File: src/rtl/chan_selftest_pkg.sv
package chan_selftest_pkg;

    typedef enum logic [2:0] {
        ST_RESET  = 3'd0,
        ST_SHIELD = 3'd1,
        ST_WAIT   = 3'd2,
        ST_RUN    = 3'd3,
        ST_FAULT  = 3'd4
    } chan_state_e;

    typedef struct packed {
        logic enable;
        logic fault;
        logic tone_en;
        logic wait_en;
    } chan_ctrl_t;

    function automatic int half_period(input int clk_hz, input int tone_hz);
        return clk_hz / (2 * tone_hz);
    endfunction

    function automatic int window_cycles(input int clk_hz, input int tone_hz, input int pulses);
        return 2 * half_period(clk_hz, tone_hz) * pulses;
    endfunction

endpackage

File: src/rtl/chan_tone_gen.sv
module chan_tone_gen #(
    parameter int HALF   = 10,
    parameter int PULSES = 10
) (
    input  logic clk,
    input  logic rst,
    input  logic en,
    output logic stim,
    output logic window_done
);
    localparam int CW = $clog2(HALF + 1);
    localparam int PW = $clog2(PULSES + 1);
    localparam logic [CW-1:0] HALF_LAST = CW'(HALF - 1);
    localparam logic [PW-1:0] PER_LAST  = PW'(PULSES - 1);

    logic [CW-1:0] cnt;
    logic [PW-1:0] periods;
    logic          phase;

    assign window_done = en && (cnt == HALF_LAST) && phase && (periods == PER_LAST);
    assign stim        = phase;

    always_ff @(posedge clk) begin
        if (rst || !en) begin
            cnt     <= '0;
            periods <= '0;
            phase   <= 1'b0;
        end else if (cnt == HALF_LAST) begin
            cnt   <= '0;
            phase <= ~phase;
            if (phase) begin
                periods <= window_done ? '0 : periods + 1'b1;
            end
        end else begin
            cnt <= cnt + 1'b1;
        end
    end
endmodule

File: src/rtl/chan_timeout_ctr.sv
module chan_timeout_ctr #(
    parameter int LIMIT = 400
) (
    input  logic clk,
    input  logic rst,
    input  logic en,
    output logic expired
);
    localparam int TW = $clog2(LIMIT + 1);
    localparam logic [TW-1:0] LAST = TW'(LIMIT - 1);

    logic [TW-1:0] cnt;

    assign expired = en && (cnt == LAST);

    always_ff @(posedge clk) begin
        if (rst || !en) begin
            cnt <= '0;
        end else if (!expired) begin
            cnt <= cnt + 1'b1;
        end
    end
endmodule

File: src/rtl/chan_test_fsm.sv
module chan_test_fsm
    import chan_selftest_pkg::*;
(
    input  logic       clk,
    input  logic       rst,
    input  logic       window_done,
    input  logic       expired,
    input  logic       test_done,
    input  logic       test_pass,
    output chan_ctrl_t ctrl
);
    chan_state_e state, state_nx;

    always_comb begin
        state_nx = state;
        unique case (state)
            ST_RESET:  state_nx = ST_SHIELD;
            ST_SHIELD: if (window_done) state_nx = ST_WAIT;
            ST_WAIT: begin
                if (test_done)    state_nx = test_pass ? ST_RUN : ST_FAULT;
                else if (expired) state_nx = ST_FAULT;
            end
            ST_RUN:    state_nx = ST_RUN;
            ST_FAULT:  state_nx = ST_FAULT;
            default:   state_nx = ST_FAULT;
        endcase
    end

    always_ff @(posedge clk) begin
        if (rst) state <= ST_RESET;
        else     state <= state_nx;
    end

    always_comb begin
        ctrl.enable  = (state == ST_RUN);
        ctrl.fault   = (state == ST_FAULT);
        ctrl.tone_en = (state == ST_SHIELD);
        ctrl.wait_en = (state == ST_WAIT);
    end
endmodule

File: src/rtl/chan_selftest.sv
module chan_selftest
    import chan_selftest_pkg::*;
#(
    parameter int CLK_HZ          = 50_000_000,
    parameter int TONE_HZ         = 100,
    parameter int WINDOW_PULSES   = 10,
    parameter int TIMEOUT_WINDOWS = 4
) (
    input  logic clk,
    input  logic rst,
    input  logic test_done,
    input  logic test_pass,
    input  logic wheel_in,
    output logic chan_enable,
    output logic stim_out,
    output logic wheel_fwd,
    output logic fault
);
    localparam int HALF      = half_period(CLK_HZ, TONE_HZ);
    localparam int WIN_CYC   = window_cycles(CLK_HZ, TONE_HZ, WINDOW_PULSES);
    localparam int TO_CYC    = TIMEOUT_WINDOWS * WIN_CYC;

    chan_ctrl_t ctrl;
    logic       tone;
    logic       window_done;
    logic       expired;

    chan_tone_gen #(.HALF(HALF), .PULSES(WINDOW_PULSES)) u_tone (
        .clk(clk), .rst(rst), .en(ctrl.tone_en),
        .stim(tone), .window_done(window_done)
    );

    chan_timeout_ctr #(.LIMIT(TO_CYC)) u_timeout (
        .clk(clk), .rst(rst), .en(ctrl.wait_en), .expired(expired)
    );

    chan_test_fsm u_fsm (
        .clk(clk), .rst(rst), .window_done(window_done), .expired(expired),
        .test_done(test_done), .test_pass(test_pass), .ctrl(ctrl)
    );

    assign chan_enable = ctrl.enable;
    assign fault       = ctrl.fault;
    assign stim_out    = tone & ctrl.tone_en;
    assign wheel_fwd   = wheel_in & ctrl.enable;
endmodule

File: config.mk
export PLATFORM = sky130hd
export DESIGN_NAME = chan_selftest
export DESIGN_NICKNAME = d
export VERILOG_FILES = /design/src/rtl/chan_selftest_pkg.sv /design/src/rtl/chan_tone_gen.sv /design/src/rtl/chan_timeout_ctr.sv /design/src/rtl/chan_test_fsm.sv /design/src/rtl/chan_selftest.sv
export SDC_FILE = /design/constraint.sdc
export NUM_CORES = 1
export LEC_CHECK = 0
export ABC_AREA = 0
export BUFFER_PORTS_ARGS = -buffer_cell sky130_fd_sc_hd__buf_2
export CAP_MARGIN = 20
export CORE_MARGIN = 10
export CORE_UTILIZATION = 61
export DETAILED_ROUTE_END_ITERATION = 7
export MAX_ROUTING_LAYER = met4
export PLACE_DENSITY = 0.79
export SLEW_MARGIN = 20
export SYNTH_ARGS = -nofsm -noshare
export SYNTH_HDL_FRONTEND = slang
export SYNTH_SLANG_ARGS = --single-unit
File: constraint.sdc
create_clock -name clk -period 2.2 [get_ports clk]
set_clock_uncertainty 0.05 [all_clocks]
set_input_delay 0 -clock clk [delete_from_list [all_inputs] [get_ports clk]]
set_output_delay 0 -clock clk [all_outputs]
set_load 0.03 [all_outputs]
==> out/metrics.csv, run 1 <==
metric,value,unit
cp-start-kind,flop,
grt-ovfl-total,0,
synth.most_common_cell,dfxtp_1,
clockRootBuffer,clkbuf_8,
synth-seq-area-share,42.2,%
ys_warn_count,0,
dieArea,0.00689,mm²
relSlewSlack,67.0,%
synth.distinct_cells,43,
htreeDepth,2,
avgSynthCellArea,8.55,µm²
syn_inst,283,
antenna_cells,0,
gp_congestion,0.784,
power_frac_comb,1.7,%
yosys.area.top_type_share,42.2,%
dp_hpwl,3.11,mm
numCtsBuffers,5,
drv_cap,0,
seqPwrFrac,60.2,%
finalNonFillerCells,346,
synth_area_leaders,"dfxtp_1, nor2_1, xnor2_1, xor2_1, nand3_1",
routed_via_density,5.47,
clock.fmax,0.498,GHz
rsz0062_at_grt,no,
crit_fanout,8,
dp_cells,336,
hp-class,primary input to flop,
core_area,0.00374,mm²
grt_max_degree,24,
synthArstFlopShare,0,%
synth_edf_count,0,
crit_type,flop to flop,
endpoint_kind,flop,
first_global_vias,1831,
die_w,83.0,µm
status,completed,
path_clk_slew,0.09,ns
cp.required,2.35,ns
portBuffers,8,
vias,1893,
pwr-share-clk,38.1,%
start_util,64.6,%
period_minus_slack,2.01,ns
grt_pass1_wl,7.84,mm
dr.pass1.iters,4,
setup_violations,0,
track_usage,13.2,%
clock_tree.buffer_depth,2,
yosys-top-cells-count,"dfxtp_1, nor2_1, nand2_1",
routed_wl,4.34,mm
p_switching,0.319,mW
post-place-ws,0.0810,ns
ys_ff_latch,51,
setup_slack,0.192,ns
swShare,20.7,%
drive_gt1_share,11.1,%
fin_crit_sh,91.3,%
peakVddDrop,401,µV
final-hold-violation-count,0,
power.density,582,mW/mm²
dr.first_iter.drc_count,96,
rows,22,
drc,0,
clk_latency,0.31,ns
syn_nets,292,
report.final.slew_viol_count,0,
antenna_found_initial,0,
final_antenna_net_count,0,
yosysTopAreaCell,dfxtp_1,
setup_tns,0,ns
top_level_ports,9,
cellInternalPower,1.22,mW
tightest_slew,0.488,ns
finalNetCount,306,
wl_per_cell,12.5,µm
clock-sinks,51,
synth_flop_cell,dfxtp_1,
cts_tree,yes,
die_h,83.0,µm
cp_data_arrival_time,2.16,ns
fin_util,70.8,%
synthToLayoutAreaGrowth,9.46,%
synth.cell_area,0.00242,mm²
p_leak,0.877,nW
sequential cells by signal, indices dropped and copies added (netlist names):
name,count
u_tone.periods,4
u_fsm.state,3
u_tone.cnt,18
u_tone.stim,1
u_timeout.cnt,25
cells in the final DEF, fill, tap and decap left out, drive strengths merged, types with 5 or more instances in the layout:
cell / synthesis / final
a21oi: 8 / 8
and3: 8 / 8
buf: 7 / 13
clkbuf: 1 / 7
dfxtp: 51 / 51
inv: 13 / 13
nand2: 23 / 23
nand3: 19 / 19
nand4: 5 / 5
nor2: 48 / 48
nor3: 11 / 11
o21ai: 9 / 9
or3: 8 / 8
xnor2: 20 / 20
xor2: 12 / 12
critical path: stages (launching register included):
cell	delay (ns)
dfxtp_1	0.41
ha_1	0.23
nand3_1	0.09
or4_4	0.63
nor4_4	0.29
xnor2_1	0.15
nor2_1	0.06
power by group through the flow:
stage / Combinational (mW) / Clock, mW / Sequential (mW)
2_1_floorplan: 0.0158 / 0 / 0.949
3_3_place_gp: 0.0236 / 0 / 0.950
3_5_place_dp: 0.0241 / 0 / 0.950
4_1_cts: 0.0269 / 0.608 / 0.928
5_1_grt: 0.0309 / 0.627 / 0.929
6_report: 0.0269 / 0.587 / 0.928
logic make-up (layout without fill, tap and decap cells):
logic type                 Yosys count  after routing  share of synthesized area (%)
AOI/OAI and AO/OA                   28             28                           6.93
xor gates and xnor gates            32             32                           11.6
adders and majority gates            4              4                           2.07
buffers and inverters               21             36                           3.77
DFF                                 51             51                           42.2
muxes                                3              3                           1.24
and+or+nand+nor                    144            144                           32.2
through the flow:
step / total power, mW / area (µm²) / hold slack (ns)
2_1_floorplan: 0.965 / 2430 / 0.0191
3_3_place_gp: 0.973 / 2520 / 0.121
3_5_place_dp: 0.974 / 2520 / 0.128
4_1_cts: 1.56 / 2650 / 0.0248
5_1_grt: 1.59 / 2650 / 0.0675
6_report: 1.54 / 2650 / 0.0367
layer usage:
| metal | vias to the layer above | global-route usage [%] | share of wire [%] |
|---|---|---|---|
| met3 | 10 | 2.73 | 2.4 |
| li1 | 994 | - | - |
| met1 | 873 | 15.2 | 47 |
| met2 | 16 | 21.4 | 49 |
| met4 | 0 | 5.85 | 2.0 |
| met5 | - | - | 0 |
final timing paths:
path / startpoint / endpoint / slack (ns) / depth (start not counted)
worst max-delay path: u_timeout.cnt[0] / u_timeout.cnt[24] / 0.19 / 6
worst min-delay path: test_pass / u_fsm.state[2] / 0.04 / 4
worst max register to register: u_timeout.cnt[0] / u_timeout.cnt[24] / 0.19 / 6
worst min register to register: u_tone.cnt[0] / u_tone.cnt[0] / 0.43 / 1
layout make-up:
type                       count  area [µm²]
tap                           48        60.1
clock inverter                 1        7.51
multi-input combinational    211        1320
timing repair buffer          15        97.6
clock buffer                   7        96.3
inverter                      13        48.8
fill                         311        1090
sequential                    51        1020
repair_timing:
action                                  CTS  global route
resized for setup                         0             1
endpoints found under the hold margin     1             0
hold buffers                              2             0
setup buffers                             0             0
endpoints found under the setup margin    0             4
Power figures use the tool's default switching activity.
==> inputs of run 2 (changes only) <==
==> constraint.sdc (replaced) <==
create_clock -name clk -period 2.2 [get_ports clk]
set_clock_uncertainty 0.05 [all_clocks]
set_input_delay 0 -clock clk [delete_from_list [all_inputs] [get_ports clk]]
set_output_delay 0 -clock clk [all_outputs]
set_load 0.01 [all_outputs]
==> run 2 against run 1 <==
  * First-iteration DRC count is 15% higher
  * Critical path depth stayed put
  * Total power is 12% higher
  * Sequential share of layout area is 0.38 points lower
  * Clock-buffer cell count is 2 lower
  * Combinational power hardly changed
  * Worst hold slack worse by 0.011 ns
  * Global-route usage is 0.58 points higher
  * Register-to-register slack better by 0.02 ns
  * Die area stayed put
  * Critical path type unchanged
  * Flip-flop and latch count stayed put
==> out/metrics.csv, run 2 (synthesis gave the netlist of run 1 again) <==
metric,value,unit,change
die_w,83.0,µm,unchanged
endpoint_kind,flop,,
crit_type,flop to flop,,
wl_per_cell,13.4,µm,+7.1%
core_area,0.00374,mm²,unchanged
path_buf_inv,0,,unchanged
fin_crit_sh,90.5,%,-0.77 points
power.density,646,mW/mm²,+11%
start_util,64.6,%,unchanged
top_register,u_timeout.cnt,,
first_global_vias,1852,,+1.1%
clock-sinks,51,,unchanged
placed_area,0.00251,mm²,-0.25%
p_leak,0.890,nW,+1.5%
finalNetCount,306,,unchanged
r2r_slack,0.21,ns,+0.02 ns
final_antenna_net_count,0,,unchanged
synthToLayoutAreaGrowth,10.5,%,
drv_cap,0,,unchanged
portBuffers,8,,unchanged
routed_wl,4.64,mm,+7.1%
post-cts-setup-buffers,0,,unchanged
gp_congestion,0.767,,-2.2%
swShare,19.6,%,-1.1 points
clock.fmax,0.502,GHz,+0.85%
die_h,83.0,µm,unchanged
antenna_found_initial,0,,unchanged
status,completed,,
cp.required,2.35,ns,about the same
grt_pass1_wl,8.17,mm,+4.2%
peakVddDrop,430,µV,+7.3%
dieArea,0.00689,mm²,unchanged
max_stage_delay,0.62,ns,about the same
vias,1977,,+4.4%
cp-start-kind,flop,,
layout_commonest_cell,dfxtp_1,,
setup_violations,0,,unchanged
drc,0,,unchanged
cp_data_arrival_time,2.14,ns,-0.02 ns
setup_tns,0,ns,unchanged
pwr-share-clk,44.7,%,+6.6 points
tightest_slew,0.559,ns,+0.0710 ns
hp-class,primary input to flop,,
rows,22,,unchanged
report.final.slew_viol_count,0,,unchanged
drive_gt1_share,10.7,%,-0.34 points
fin_hold_ws,0.0254,ns,-0.0113 ns
dp_hpwl,3.08,mm,-0.98%
dr.pass1.iters,4,,unchanged
cellInternalPower,1.39,mW,+14%
finalPower,1.73,mW,+12%
top_level_ports,9,,unchanged
track_usage,13.8,%,+0.58 points
grt-ovfl-total,0,,unchanged
reg_top3,"u_timeout.cnt x25, u_tone.cnt x18, u_tone.periods x4",,
finalNonFillerCells,346,,unchanged
relSlewSlack,62.2,%,-4.8 points
period_minus_slack,1.99,ns,-0.0169 ns
cpMaxStageDelayCell,or4_4,,
dp_cells,336,,unchanged
antenna_cells,0,,unchanged
p_switching,0.338,mW,+6.0%
seqPwrFrac,53.7,%,-6.5 points
cts_tree,yes,,
crit_fanout,8,,unchanged
clk_latency,0.30,ns,about the same
final-hold-violation-count,0,,unchanged
rsz0062_at_grt,no,,
multi_input_area,0.00131,mm²,-0.47%
nFillCells,298,,-4.2%
seqCellArea,0.00102,mm²,unchanged
fin_area,0.00268,mm²,+0.99%
dr.first_iter.drc_count,110,,+15%
layout_common_cells,"dfxtp_1, nor2_1, nand2_1, xnor2_1, nand3_1",,
htreeDepth,2,,unchanged
routed_via_density,5.71,,+4.4%
power_frac_comb,1.6,%,about the same
grt_max_degree,24,,unchanged
numCtsBuffers,5,,unchanged
crit_chain,ha_1 -> nand3_1 -> or4_4 -> nor3_1 -> xnor2_1 -> nor2_1,,
path_delay_family,simple AND/OR/NAND/NOR gates,,
path_clk_slew,0.09,ns,about the same
clockRootBuffer,clkbuf_8,,
clock_tree.buffer_depth,2,,unchanged
largest_reg_flops,25,,unchanged
-- run 2: cell types whose count changed in the layout (fill, tap and decap cells not counted) --
cell | previous run | this run
clkbuf_8 | 7 | 5
nor4bb_2 | 1 | 0
bufinv_16 | 0 | 2
nor4bb_1 | 2 | 3
-- run 2: area by class of cell --
type | instances | area share, %
Sequential cell | 51 | 38.2
Multi-Input combinational cell | 211 | 49.0
Clock inverter | 3 | 2.53
Clock buffer | 5 | 2.57
Inverter | 13 | 1.82
Timing Repair Buffer | 15 | 3.65
Tap cell | 48 | 2.25
-- run 2: layer usage --
| layer | routed length, µm | share of wire, % | GRT usage [%] | up-vias |
|---|---|---|---|---|
| met3 | 144 | 3.1 | 4.20 | 7 |
| met4 | 54 | 1.2 | 3.54 | 0 |
| met5 | 0 | 0 | - | - |
| met1 | 2140 | 46 | 15.9 | 939 |
| met2 | 2300 | 50 | 22.6 | 29 |
| li1 | - | - | - | 1002 |
-- run 2: worst paths after layout --
path                             to  depth (start not counted)              from
setup reg to reg  u_timeout.cnt[16]                          6  u_timeout.cnt[0]
setup / recovery  u_timeout.cnt[16]                          6  u_timeout.cnt[0]
hold / removal       u_fsm.state[2]                          4         test_pass
hold reg to reg       u_tone.cnt[0]                          1     u_tone.cnt[0]
-- run 2: timing repair --
item | in CTS | in global routing
setup endpoints to repair | 0 | 4
endpoints found under the hold margin | 1 | 0
hold buffers | 2 | 0
resized for setup | 0 | 1
-- run 2: power groups by stage --
stage | sequential (mW) | combinational [mW] | clock, mW
after CTS | 0.928 | 0.0270 | 0.787
after floorplan | 0.949 | 0.0157 | 0
final | 0.928 | 0.0269 | 0.773
after detailed placement | 0.950 | 0.0241 | 0
after global routing | 0.929 | 0.0307 | 0.817
after global placement | 0.950 | 0.0236 | 0
-- run 2: worst reg2reg max path, stage by stage, from the launching register on --
cell and delay [ns]:
dfxtp_1 0.40, ha_1 0.23, nand3_1 0.09, or4_4 0.62, nor3_1 0.27, xnor2_1 0.16
nor2_1 0.06
-- run 2: metrics by stage --
stage | setup slack [ns] | utilization (%)
2_1_floorplan | 0.292 | -
3_3_place_gp | 0.152 | 67.2
3_5_place_dp | 0.0992 | 67.2
4_1_cts | 0.0739 | 71.4
5_1_grt | 0.0949 | 71.5
6_report | 0.209 | 71.5
